[src/rtl/imlogic_pkg.sv]
package imlogic_pkg;

    typedef enum logic [1:0] {
        G_AND  = 2'd0,
        G_OR   = 2'd1,
        G_NAND = 2'd2,
        G_NOR  = 2'd3
    } gate_e;

    typedef enum logic [1:0] {
        S_IDLE,
        S_EXEC,
        S_PROG,
        S_DONE
    } state_e;

    // Control part of one micro-instruction; addresses travel beside it.
    typedef struct packed {
        logic  preset;
        gate_e gate;
        logic  in_arr;
        logic  out_arr;
        logic  pval;
    } ctl_t;

    localparam int STEP_W = 4;

    // Gates that can only clear a preset 1.
    function automatic logic clears_only(gate_e g);
        return (g == G_AND) || (g == G_OR);
    endfunction

    function automatic ctl_t mk_ctl(logic p, gate_e g, logic ia, logic pv);
        ctl_t c;
        c.preset  = p;
        c.gate    = g;
        c.in_arr  = ia;
        c.out_arr = ~ia;
        c.pval    = pv;
        return c;
    endfunction

endpackage

[src/rtl/imlogic_bitarray.sv]
module imlogic_bitarray #(
    parameter int DEPTH = 16,
    localparam int AW = $clog2(DEPTH)
) (
    input  logic             clk,
    input  logic             rst_n,
    input  logic             we,
    input  logic [AW-1:0]    waddr,
    input  logic             wdata,
    output logic [DEPTH-1:0] q
);

    always_ff @(posedge clk) begin
        if (!rst_n) begin
            q <= '0;
        end else if (we) begin
            q[waddr] <= wdata;
        end
    end

endmodule

[src/rtl/imlogic_gate_unit.sv]
module imlogic_gate_unit
    import imlogic_pkg::*;
(
    input  ctl_t ctl,
    input  logic in0,
    input  logic in1,
    input  logic old_bit,
    output logic new_bit
);

    logic f;

    always_comb begin
        unique case (ctl.gate)
            G_AND:   f = in0 & in1;
            G_OR:    f = in0 | in1;
            G_NAND:  f = ~(in0 & in1);
            G_NOR:   f = ~(in0 | in1);
            default: f = 1'b0;
        endcase
    end

    always_comb begin
        if (ctl.preset) begin
            new_bit = ctl.pval;
        end else if (clears_only(ctl.gate)) begin
            new_bit = old_bit & f;
        end else begin
            new_bit = old_bit | f;
        end
    end

endmodule

[src/rtl/imlogic_prog_rom.sv]
module imlogic_prog_rom
    import imlogic_pkg::*;
#(
    parameter int AW  = 4,
    parameter int PA1 = 0,
    parameter int PA2 = 1,
    parameter int PA3 = 2,
    parameter int PB1 = 0,
    parameter int PB2 = 1
) (
    input  logic              sel,
    input  logic [STEP_W-1:0] step,
    output ctl_t              ctl,
    output logic [AW-1:0]     in0,
    output logic [AW-1:0]     in1,
    output logic [AW-1:0]     out,
    output logic              last
);

    localparam logic [AW-1:0] A1 = AW'(PA1);
    localparam logic [AW-1:0] A2 = AW'(PA2);
    localparam logic [AW-1:0] A3 = AW'(PA3);
    localparam logic [AW-1:0] B1 = AW'(PB1);
    localparam logic [AW-1:0] B2 = AW'(PB2);

    always_comb begin
        ctl  = mk_ctl(1'b1, G_AND, 1'b0, 1'b1);
        in0  = A1;
        in1  = A2;
        out  = B1;
        last = 1'b0;
        if (!sel) begin
            unique case (step)
                4'd0: begin ctl = mk_ctl(1'b1, G_OR,   1'b0, 1'b1); out = B1; end
                4'd1: begin ctl = mk_ctl(1'b0, G_OR,   1'b0, 1'b0); out = B1; end
                4'd2: begin ctl = mk_ctl(1'b1, G_NAND, 1'b0, 1'b0); out = B2; end
                4'd3: begin ctl = mk_ctl(1'b0, G_NAND, 1'b0, 1'b0); out = B2; end
                4'd4: begin ctl = mk_ctl(1'b1, G_AND,  1'b1, 1'b1); out = A3; end
                4'd5: begin
                    ctl = mk_ctl(1'b0, G_AND, 1'b1, 1'b0);
                    in0 = B1; in1 = B2; out = A3; last = 1'b1;
                end
                default: last = 1'b1;
            endcase
        end else begin
            unique case (step)
                4'd0:  begin ctl = mk_ctl(1'b1, G_AND,  1'b0, 1'b1); out = B1; end
                4'd1:  begin ctl = mk_ctl(1'b0, G_AND,  1'b0, 1'b0); out = B1; end
                4'd2:  begin ctl = mk_ctl(1'b1, G_NAND, 1'b1, 1'b0); out = A3; end
                4'd3:  begin ctl = mk_ctl(1'b1, G_AND,  1'b0, 1'b1); out = B2; end
                4'd4:  begin
                    ctl = mk_ctl(1'b0, G_NAND, 1'b1, 1'b0);
                    in0 = B1; in1 = B2; out = A3;
                end
                4'd5:  begin ctl = mk_ctl(1'b1, G_NAND, 1'b0, 1'b0); out = B1; end
                4'd6:  begin
                    ctl = mk_ctl(1'b0, G_NAND, 1'b0, 1'b0);
                    in0 = A1; in1 = A3; out = B1;
                end
                4'd7:  begin ctl = mk_ctl(1'b1, G_NAND, 1'b0, 1'b0); out = B2; end
                4'd8:  begin
                    ctl = mk_ctl(1'b0, G_NAND, 1'b0, 1'b0);
                    in0 = A2; in1 = A3; out = B2;
                end
                4'd9:  begin ctl = mk_ctl(1'b1, G_NAND, 1'b1, 1'b0); out = A3; end
                4'd10: begin
                    ctl = mk_ctl(1'b0, G_NAND, 1'b1, 1'b0);
                    in0 = B1; in1 = B2; out = A3; last = 1'b1;
                end
                default: last = 1'b1;
            endcase
        end
    end

endmodule

[src/rtl/imlogic_engine.sv]
module imlogic_engine
    import imlogic_pkg::*;
#(
    parameter int DEPTH = 16,
    parameter int PA1   = 0,
    parameter int PA2   = 1,
    parameter int PA3   = 2,
    parameter int PB1   = 0,
    parameter int PB2   = 1,
    localparam int AW   = $clog2(DEPTH)
) (
    input  logic          clk,
    input  logic          rst_n,
    input  logic          mem_en,
    input  logic          mem_we,
    input  logic          mem_arr,
    input  logic [AW-1:0] mem_addr,
    input  logic          mem_wdata,
    output logic          mem_rdata,
    input  logic          ui_valid,
    input  logic          ui_preset,
    input  logic [1:0]    ui_gate,
    input  logic          ui_in_arr,
    input  logic          ui_out_arr,
    input  logic [AW-1:0] ui_in0,
    input  logic [AW-1:0] ui_in1,
    input  logic [AW-1:0] ui_out,
    input  logic          ui_pval,
    input  logic          prog_start,
    input  logic          prog_sel,
    output logic          busy,
    output logic          done,
    output logic          err
);

    state_e state_q, state_d;

    ctl_t              cur_ctl;
    logic [AW-1:0]     cur_in0, cur_in1, cur_out;
    logic              sel_q;
    logic [STEP_W-1:0] step_q;

    ctl_t              rom_ctl, act_ctl;
    logic [AW-1:0]     rom_in0, rom_in1, rom_out;
    logic [AW-1:0]     act_in0, act_in1, act_out;
    logic              rom_last;

    logic              idle, exec, ill, accept_ui;
    logic              in0_bit, in1_bit, old_bit, new_bit;
    logic              gate_step, act_clear_only;
    logic [1:0]        arr_we;
    logic [DEPTH-1:0]  q_arr [2];

    // ---------------- state register ----------------
    always_ff @(posedge clk) begin
        if (!rst_n) begin
            state_q <= S_IDLE;
        end else begin
            state_q <= state_d;
        end
    end

    // ---------------- instruction legality ----------------
    always_comb begin
        ill = (ui_in_arr == ui_out_arr) ||
              (ui_preset && (ui_pval != clears_only(gate_e'(ui_gate))));
    end

    assign accept_ui = ui_valid && !prog_start && !ill;

    // ---------------- next state ----------------
    always_comb begin
        state_d = state_q;
        unique case (state_q)
            S_IDLE: begin
                if (prog_start)     state_d = S_PROG;
                else if (accept_ui) state_d = S_EXEC;
            end
            S_EXEC: state_d = S_DONE;
            S_PROG: if (rom_last) state_d = S_DONE;
            S_DONE: state_d = S_IDLE;
            default: state_d = S_IDLE;
        endcase
    end

    // ---------------- outputs of the state machine ----------------
    always_comb begin
        idle = 1'b0;
        exec = 1'b0;
        busy = 1'b1;
        done = 1'b0;
        unique case (state_q)
            S_IDLE: begin idle = 1'b1; busy = 1'b0; end
            S_EXEC: exec = 1'b1;
            S_PROG: exec = 1'b1;
            S_DONE: done = 1'b1;
            default: busy = 1'b1;
        endcase
    end

    // ---------------- captured instruction, step, flags ----------------
    always_ff @(posedge clk) begin
        if (!rst_n) begin
            cur_ctl   <= '0;
            cur_in0   <= '0;
            cur_in1   <= '0;
            cur_out   <= '0;
            sel_q     <= 1'b0;
            step_q    <= '0;
            err       <= 1'b0;
            mem_rdata <= 1'b0;
        end else begin
            err       <= idle && ui_valid && !prog_start && ill;
            mem_rdata <= (idle && mem_en && !mem_we) ? q_arr[mem_arr][mem_addr] : 1'b0;
            if (idle && prog_start) begin
                sel_q  <= prog_sel;
                step_q <= '0;
            end else if (state_q == S_PROG) begin
                step_q <= step_q + 1'b1;
            end
            if (idle && accept_ui) begin
                cur_ctl.preset  <= ui_preset;
                cur_ctl.gate    <= gate_e'(ui_gate);
                cur_ctl.in_arr  <= ui_in_arr;
                cur_ctl.out_arr <= ui_out_arr;
                cur_ctl.pval    <= ui_pval;
                cur_in0         <= ui_in0;
                cur_in1         <= ui_in1;
                cur_out         <= ui_out;
            end
        end
    end

    // ---------------- program store ----------------
    imlogic_prog_rom #(
        .AW (AW), .PA1(PA1), .PA2(PA2), .PA3(PA3), .PB1(PB1), .PB2(PB2)
    ) u_rom (
        .sel  (sel_q),
        .step (step_q),
        .ctl  (rom_ctl),
        .in0  (rom_in0),
        .in1  (rom_in1),
        .out  (rom_out),
        .last (rom_last)
    );

    // ---------------- active instruction ----------------
    always_comb begin
        if (state_q == S_PROG) begin
            act_ctl = rom_ctl;
            act_in0 = rom_in0;
            act_in1 = rom_in1;
            act_out = rom_out;
        end else begin
            act_ctl = cur_ctl;
            act_in0 = cur_in0;
            act_in1 = cur_in1;
            act_out = cur_out;
        end
    end

    assign in0_bit        = q_arr[act_ctl.in_arr][act_in0];
    assign in1_bit        = q_arr[act_ctl.in_arr][act_in1];
    assign old_bit        = q_arr[act_ctl.out_arr][act_out];
    assign gate_step      = exec && !act_ctl.preset;
    assign act_clear_only = clears_only(act_ctl.gate);

    imlogic_gate_unit u_gate (
        .ctl     (act_ctl),
        .in0     (in0_bit),
        .in1     (in1_bit),
        .old_bit (old_bit),
        .new_bit (new_bit)
    );

    // ---------------- the two arrays ----------------
    for (genvar g = 0; g < 2; g++) begin : g_arr
        logic          we_g;
        logic [AW-1:0] waddr_g;
        logic          wdata_g;

        always_comb begin
            we_g    = (exec && (act_ctl.out_arr == 1'(g))) ||
                      (idle && mem_en && mem_we && (mem_arr == 1'(g)));
            waddr_g = exec ? act_out : mem_addr;
            wdata_g = exec ? new_bit : mem_wdata;
        end

        assign arr_we[g] = we_g;

        imlogic_bitarray #(.DEPTH(DEPTH)) u_bits (
            .clk   (clk),
            .rst_n (rst_n),
            .we    (we_g),
            .waddr (waddr_g),
            .wdata (wdata_g),
            .q     (q_arr[g])
        );
    end

endmodule

[config.mk]
export PLATFORM = sky130hd
export DESIGN_NAME = imlogic_engine
export DESIGN_NICKNAME = d
export VERILOG_FILES = /design/src/rtl/imlogic_pkg.sv /design/src/rtl/imlogic_bitarray.sv /design/src/rtl/imlogic_gate_unit.sv /design/src/rtl/imlogic_prog_rom.sv /design/src/rtl/imlogic_engine.sv
export SDC_FILE = /design/constraint.sdc
export NUM_CORES = 1
export LEC_CHECK = 0
export BUFFER_PORTS_ARGS = -buffer_cell sky130_fd_sc_hd__buf_2
export CORE_AREA = 5 5 100 102
export CTS_BUF_LIST = sky130_fd_sc_hd__clkbuf_2
export DETAILED_ROUTE_END_ITERATION = 8
export DIE_AREA = 0 0 105 107
export PLACE_DENSITY = 0.72
export SLEW_MARGIN = 20
export SYNTH_ARGS = -nofsm -noshare
export SYNTH_HDL_FRONTEND = slang
export SYNTH_SLANG_ARGS = --single-unit
[constraint.sdc]
create_clock -name clk -period 4.6 [get_ports clk]
set_input_delay 1.15 -clock clk [delete_from_list [all_inputs] [get_ports clk]]
set_output_delay 1.15 -clock clk [all_outputs]
set_load 0.1 [all_outputs]
After elaboration in Yosys (flattened, before gate mapping)
Index checks and enable logic that the tools add are counted.
Storage, ports and cells
  memories: 0
  bits in registers: 59
  bits in latches: 0
  bits in read-only memories: 0
  bits in writable memories: 0
  bits of input ports: 31
  output and inout bits: 4
  word-level logic and storage cells: 151
Cells by class
  muxes and demuxes: 51
  add/subtract/negate cells: 1
  multipliers: 0
  reductions and logical operators: 42
  equal/unequal tests: 21
  div/mod/pow operators: 0
  bitwise gates (word level): 12
  order comparisons: 9
  shift-type cells: 0
Operators by type and width (count)
  two-way mux 16 bit: 9
  case mux 6 bit (6 select lines): 1
  bitwise mux 16 bit: 2
  case mux 6 bit (5 select lines): 1
  two-way mux 4 bit: 7
  < comparator 4 x 5 -> 1 bit, second input constant: 5
  binary-select mux 1 bit (select 4 bit): 4
  == test 4 x 3 -> 1 bit, second input constant: 4
  logical AND 1 bit: 16
  two-way mux 1 bit: 16
  OR reduction 2 bit: 8
  == test 4 bit, second input constant: 3
  two-way mux 6 bit: 2
  OR reduction 10 bit: 1
  == test 2 bit, second input constant: 4
  == test 4 x 2 -> 1 bit, second input constant: 2
  two-way mux 2 bit: 4
  case mux 2 bit (2 select lines): 2
  case mux 2 bit (4 select lines): 1
  == test 2 x 1 -> 1 bit, second input constant: 3
  >= comparator 2 bit, second input constant: 3
  zero test 2 bit: 3
  NOT 1 -> 2 bit: 3
  logical OR 1 bit: 5
  other kinds (18): 27

Depth between registers and ports, before layout
  depth in word-level cells: 19
  mapped depth: 15
  mapped depth without buffers: 12

Modules after synthesis
Synthesis repeated with hierarchy kept, for this count alone.
Second synthesis, totals
  cells, all modules: 456
  area total of the unflattened synthesis: 4314.1 um^2
Modules (own cells, without submodules)
  imlogic_engine: area an instance 2517.4 um^2, sequential area each 540.5 um^2, times used 1, cells an instance 262
  imlogic_bitarray (g_arr[1].u_bits): area an instance 703.2 um^2, sequential area each 320.3 um^2, times used 1, cells an instance 66
  imlogic_bitarray (g_arr[0].u_bits): area an instance 701.9 um^2, sequential area each 320.3 um^2, times used 1, cells an instance 66
  imlogic_prog_rom: area an instance 341.6 um^2, sequential area each 0.0 um^2, times used 1, cells an instance 55
  imlogic_gate_unit: area an instance 50.0 um^2, sequential area each 0.0 um^2, times used 1, cells an instance 7

Worst setup path after synthesis
OpenSTA, ideal clock, no wires.
  kind: input to register
  start: input port mem_addr[0]
  end: register mem_rdata
  setup slack: 1514 ps
  data arrival time: 2971 ps
  required time: 4486 ps
  stages: 6
  buffers on the path: 2
  setup time: 114 ps
  cells stage by stage: clkbuf_1 -> clkbuf_1 -> mux4_2 -> mux4_2 -> mux2i_1 -> nor2_1
On the way
  cells in the longest elaborated chain, start to end: 2
Ends and longest elaborated chain
  from (decl): RTL line imlogic_engine.sv:17  | input logic [AW-1:0] mem_addr,
  binary-select mux 1 bit (select 4 bit): RTL line imlogic_engine.sv:114  | mem_rdata <= (idle && mem_en && !mem_we) ? q_arr[mem_arr][mem_addr] : 1'b0;
  two-way mux 1 bit (not written as such): RTL line imlogic_engine.sv:114
  to (signal assigned): RTL line imlogic_engine.sv:114
  to (decl): RTL line imlogic_engine.sv:19  | output logic mem_rdata,
No other way between the ends. The select of a mux whose other input is x is not followed.
A chain may end at the register's enable or synchronous reset.

Worst setup path in the final report
  start: register state_q[0]
  end: register g_arr[0].u_bits.q[1]
On the way
  cells in the longest elaborated chain, start to end: 16
  elaborated cells on any way between the ends: 52
  classes of those cells: order compare (2); eq/ne (5); mux (26); bitwise (9); reduce/logical (10)
Ends and longest elaborated chain
  from (decl): RTL line imlogic_engine.sv:36  | state_e state_q, state_d;
  from (signal assigned): RTL line imlogic_engine.sv:59  | state_q <= state_d;
  == test 2 bit: RTL line imlogic_engine.sv:92, imlogic_engine.sv:149
  two-way mux 6 bit: RTL line imlogic_engine.sv:149  | if (state_q == S_PROG) begin
  NOT 1 -> 2 bit (not written as such): RTL line imlogic_engine.sv:162, imlogic_engine.sv:163
  two-way mux 16 bit (not written as such) (3 in series): RTL line imlogic_engine.sv:162, imlogic_engine.sv:163
  binary-select mux 1 bit (select 4 bit), on equally long branches: RTL line imlogic_engine.sv:162, imlogic_engine.sv:163
  two-way mux 1 bit, on equally long branches: RTL line imlogic_engine.sv:162, imlogic_engine.sv:163
  bitwise OR 1 bit or AND 1 bit (tied branches)
  NOT 1 bit, on equally long branches: RTL line imlogic_gate_unit.sv:18, imlogic_gate_unit.sv:17
  case mux 1 bit (4 select lines): RTL line imlogic_gate_unit.sv:14  | unique case (ctl.gate)
  bitwise OR 1 bit or AND 1 bit (tied branches): RTL line imlogic_gate_unit.sv:29, imlogic_gate_unit.sv:27
  two-way mux 1 bit: RTL line imlogic_gate_unit.sv:26  | end else if (clears_only(ctl.gate)) begin
  two-way mux 1 bit: RTL line imlogic_gate_unit.sv:24  | if (ctl.preset) begin
  two-way mux 1 bit: RTL line imlogic_engine.sv:186  | wdata_g = exec ? new_bit : mem_wdata;
  bitwise mux 16 bit: RTL line imlogic_bitarray.sv:17  | q[waddr] <= wdata;
  to (signal, indexed assignment): RTL line imlogic_bitarray.sv:17
  to (decl): RTL line imlogic_bitarray.sv:10  | output logic [DEPTH-1:0] q
Several ways; a longest one is shown, not always the timed one. The select of a mux whose other input is x is not followed.

==> results.md <==
* Status: completed
* Cell variety after synth at 62
* Post-synth EDFFs at 0
* Post-Syn Area at 0.00438 sq mm
* VDD IR max at slightly above 0.3 mV
* Floorplan core area at about 0.0090 sq mm
* Initial antenna violation count at 0
* Pins Over Slew Limit at 0
* Chip Width at approximately 110 microns
* Num rows at 35
* Cts repair resizes at 0
* Routed Antenna Nets at 0
* Worst R2R Setup Slack at approximately 0.67 ns
* Setup ws final at around 0.67 ns
* Worst Hold Class: flip-flop to flip-flop
* R2r endpoint: g_arr[0].u_bits.q[1]
* Pre-CTS setup slack at a little under 0.8 ns
* CP Capture Type: flip-flop
* Post-CTS Setup Bufs at 0
* Hold buffer count at cts at 0
* Area grow syn2layout at 7.25%
* Latest clock arrival within the worst-skew pair at ~0.49 ns
* Rel. slew slack at 0.372
* Area leader, netlist: dfxtp_1
* Fin Setup TNS at 0 ns
* Port buffer count at 34
* Gpl congestion at around 0.96
* Fin crit period at a little under 4 ns
* Kind of critical path: flip-flop to flip-flop
* R2r worst-path depth at 13
* Clock sink count at 59
* Vias in the first global route at about 4,100
* Top_reg_cell synth: dfxtp_1
* Multi-input logic area at about 0.0030 sq mm
* Final hold violation count at 0
* Fin Hold WS at approximately 0.47 ns
* Top post-synthesis cells by area: dfxtp_1 (27%), mux4_2 (9.2%), nand2_1 (7.7%)
* Nets at between 500 and 600
* TritonCTS buffer count at 9
* Vias per cell at 6.51
* Crit share post-route at 0.855
* RSZ-0062 raised after global routing: false
* Crit path launch type: flip-flop
* CP arrival at between 4 and 5 ns
* Leakage at roughly 1.6 nW
* DR WL/cell at 19.8 microns
* Crit-path cells: inv_1, ha_1, nor2b_1, a22o_1, a21oi_4, mux4_2, nor3b_1, a211oi_2, o211ai_2, a211oi_1, a211oi_4, buf_4, o41ai_1
* Syn avg cell area at approximately 8.4 sq um
* Clock skew at about 0.036 ns
* Initial Util at 0.486
* Hold depth at 2
* CTS tree: yes
* Synth async-reset ratio at 0
* Min-Delay Endpoint: cur_in0[3]
* FF/Latch Area at between 0.001 and 0.0015 sq mm
* CP peak stage delay at 0.47 ns
* Maximum clock rate at 0.254 GHz
* IO Count at 35
* Synth Instances at 523
* Vias at around 4,200
* Hold_sp: cur_in0[3]
* Grt ovf at 0
* DRC viols at 0
* Worst Path Required at 4.96 ns
* First-pass GRT wire length at 21,300 microns
* Share of layout cells above drive strength 1 at 0.179
* Diodes inserted at 0
* Gr usage total at 0.234
* CTS max path bufs at 2
* Die area at ~0.011 sq mm
* #FFs+latches synth at between 50 and 60
* Mapped Nets at about 560
* DIE HEIGHT at about 110 microns
* Yosys warns at 0
* R2r startpoint: state_q[0]
* Largest net degree at the start of global routing at 37
* PD cells at roughly 450 mW/mm^2
* Seq/Total Area, Yosys at 0.269
* CTS clk-pin slew, worst paths at around 0.17 ns
* Crit Path Max Fanout at 32
* Worst Tran Pin Value at 0.918 ns
* Top cell type's share of synthesized area at 0.269
* Final WL at ~13,000 microns
* # H-tree levels at 3
* DP HPWL at ~10000 microns
* Design area at 0.00470 sq mm
* Fillers at between 800 and 900
* Maxcap violations at 0
* Root buffer cell: clkbuf_2
* Setup violators final at 0
* Area post-placement at about 0.0046 sq mm
* Critical-path top delay cell: a21oi_4
* Starting DRT DRC Count at 217
* Drt pass-1 iters at 5
area by class of cell:
type,instances,share of cell area
multi-input cells,408,0.630
flip-flops and latches,59,0.251
repair buffers,42,0.0490
well taps,111,0.0295
clock inverters,6,0.0173
inverters,17,0.0136
clock buffers,9,0.00958
state kept, by name (all words and copies together) (netlist names):
signal          count
sel_q               1
cur_in0             4
cur_ctl             6
step_q              4
state_q             2
mem_rdata           1
cur_in1             4
err                 1
g_arr.u_bits.q     32
cur_out             4
cells in the final DEF (no fill, tap or decap), types with 4 or more instances in the layout:
master,Yosys,routed
buf_2,9,34
buf_4,5,8
a21boi_0,18,18
o21ai_0,17,16
clkbuf_2,0,9
xnor2_1,4,4
o32ai_1,4,4
nand3_1,23,23
o22ai_1,9,9
ha_1,7,7
nor2_1,30,29
mux4_2,18,18
o41ai_2,8,8
dfxtp_1,59,59
o221ai_1,4,4
o31ai_1,14,14
nor3_1,4,4
inv_1,16,16
nor2b_1,9,9
a21oi_1,19,19
a22o_1,4,4
mux2i_1,24,24
o41ai_1,7,7
and2_1,7,7
nand2b_1,7,7
a221oi_1,6,6
o211ai_1,20,20
nand2_1,90,90
routing by layer:
layer	up-vias	wire length, microns	global-route usage
met5	-	0	0
met4	0	255	0.0731
met3	23	801	0.0361
met2	150	6150	0.387
met1	2066	5710	0.315
li1	2005	-	-
cell usage after synthesis (all sizes together) (4+ instances only):
| master | instances |
|---|---|
| inv | 17 |
| nor2 | 30 |
| xnor2 | 4 |
| nand3 | 23 |
| o22ai | 9 |
| a21oi | 20 |
| o221ai | 4 |
| o211ai | 21 |
| o21ai | 18 |
| o32ai | 4 |
| a21boi | 18 |
| clkbuf | 22 |
| ha | 7 |
| a221oi | 7 |
| and2 | 7 |
| mux2i | 24 |
| a22o | 4 |
| mux4 | 18 |
| nor2b | 9 |
| o41ai | 15 |
| nor3 | 4 |
| buf | 17 |
| a211oi | 7 |
| o31ai | 14 |
| nand2 | 90 |
| dfxtp | 59 |
| nand2b | 7 |
power by group:
group          total (mW)  switching (mW)  internal, mW
Sequential          0.607          0.0569         0.550
Combinational        1.14           0.792         0.353
Clock               0.381           0.207         0.173
critical path, delay by kind of cell, from the launching register on:
| family | cells | cell delay [ns] |
|---|---|---|
| AND/OR/NAND/NOR | 2 | 0.37 |
| buffers and inverters | 2 | 0.35 |
| adder cells (fa/ha/maj) | 1 | 0.37 |
| AO/OA/AOI/OAI | 7 | 1.95 |
| flip-flops | 1 | 0.38 |
| multiplexers | 1 | 0.38 |
how the worst max path moves through the flow:
stage	depth (start not counted)	slack, ns	start	to
after global placement	13	0.89	state_q[0]	g_arr[0].u_bits.q[9]
after floorplan	6	1.51	mem_addr[0]	mem_rdata
after detailed placement	13	0.77	state_q[0]	g_arr[1].u_bits.q[9]
after CTS	13	0.72	state_q[0]	g_arr[0].u_bits.q[1]
final	13	0.67	state_q[0]	g_arr[0].u_bits.q[1]
after global routing	13	0.33	state_q[0]	g_arr[0].u_bits.q[1]
cells by family after synthesis:
| kind of cell | synth area share |
|---|---|
| DFF | 0.269 |
| buffers and inverters | 0.0582 |
| adders and majority gates | 0.0200 |
| and+or+nand+nor | 0.198 |
| AOI/OAI and AO/OA | 0.289 |
| muxes | 0.155 |
| xor gates and xnor gates | 0.00999 |
through the flow:
stage,power [mW],util,std cells
after global placement,1.73,0.507,637
final,2.13,0.521,652
after CTS,2.12,0.521,652
after floorplan,1.49,-,523
after detailed placement,1.74,0.507,637
after global routing,2.27,0.521,652
Power figures use the tool's default switching activity.
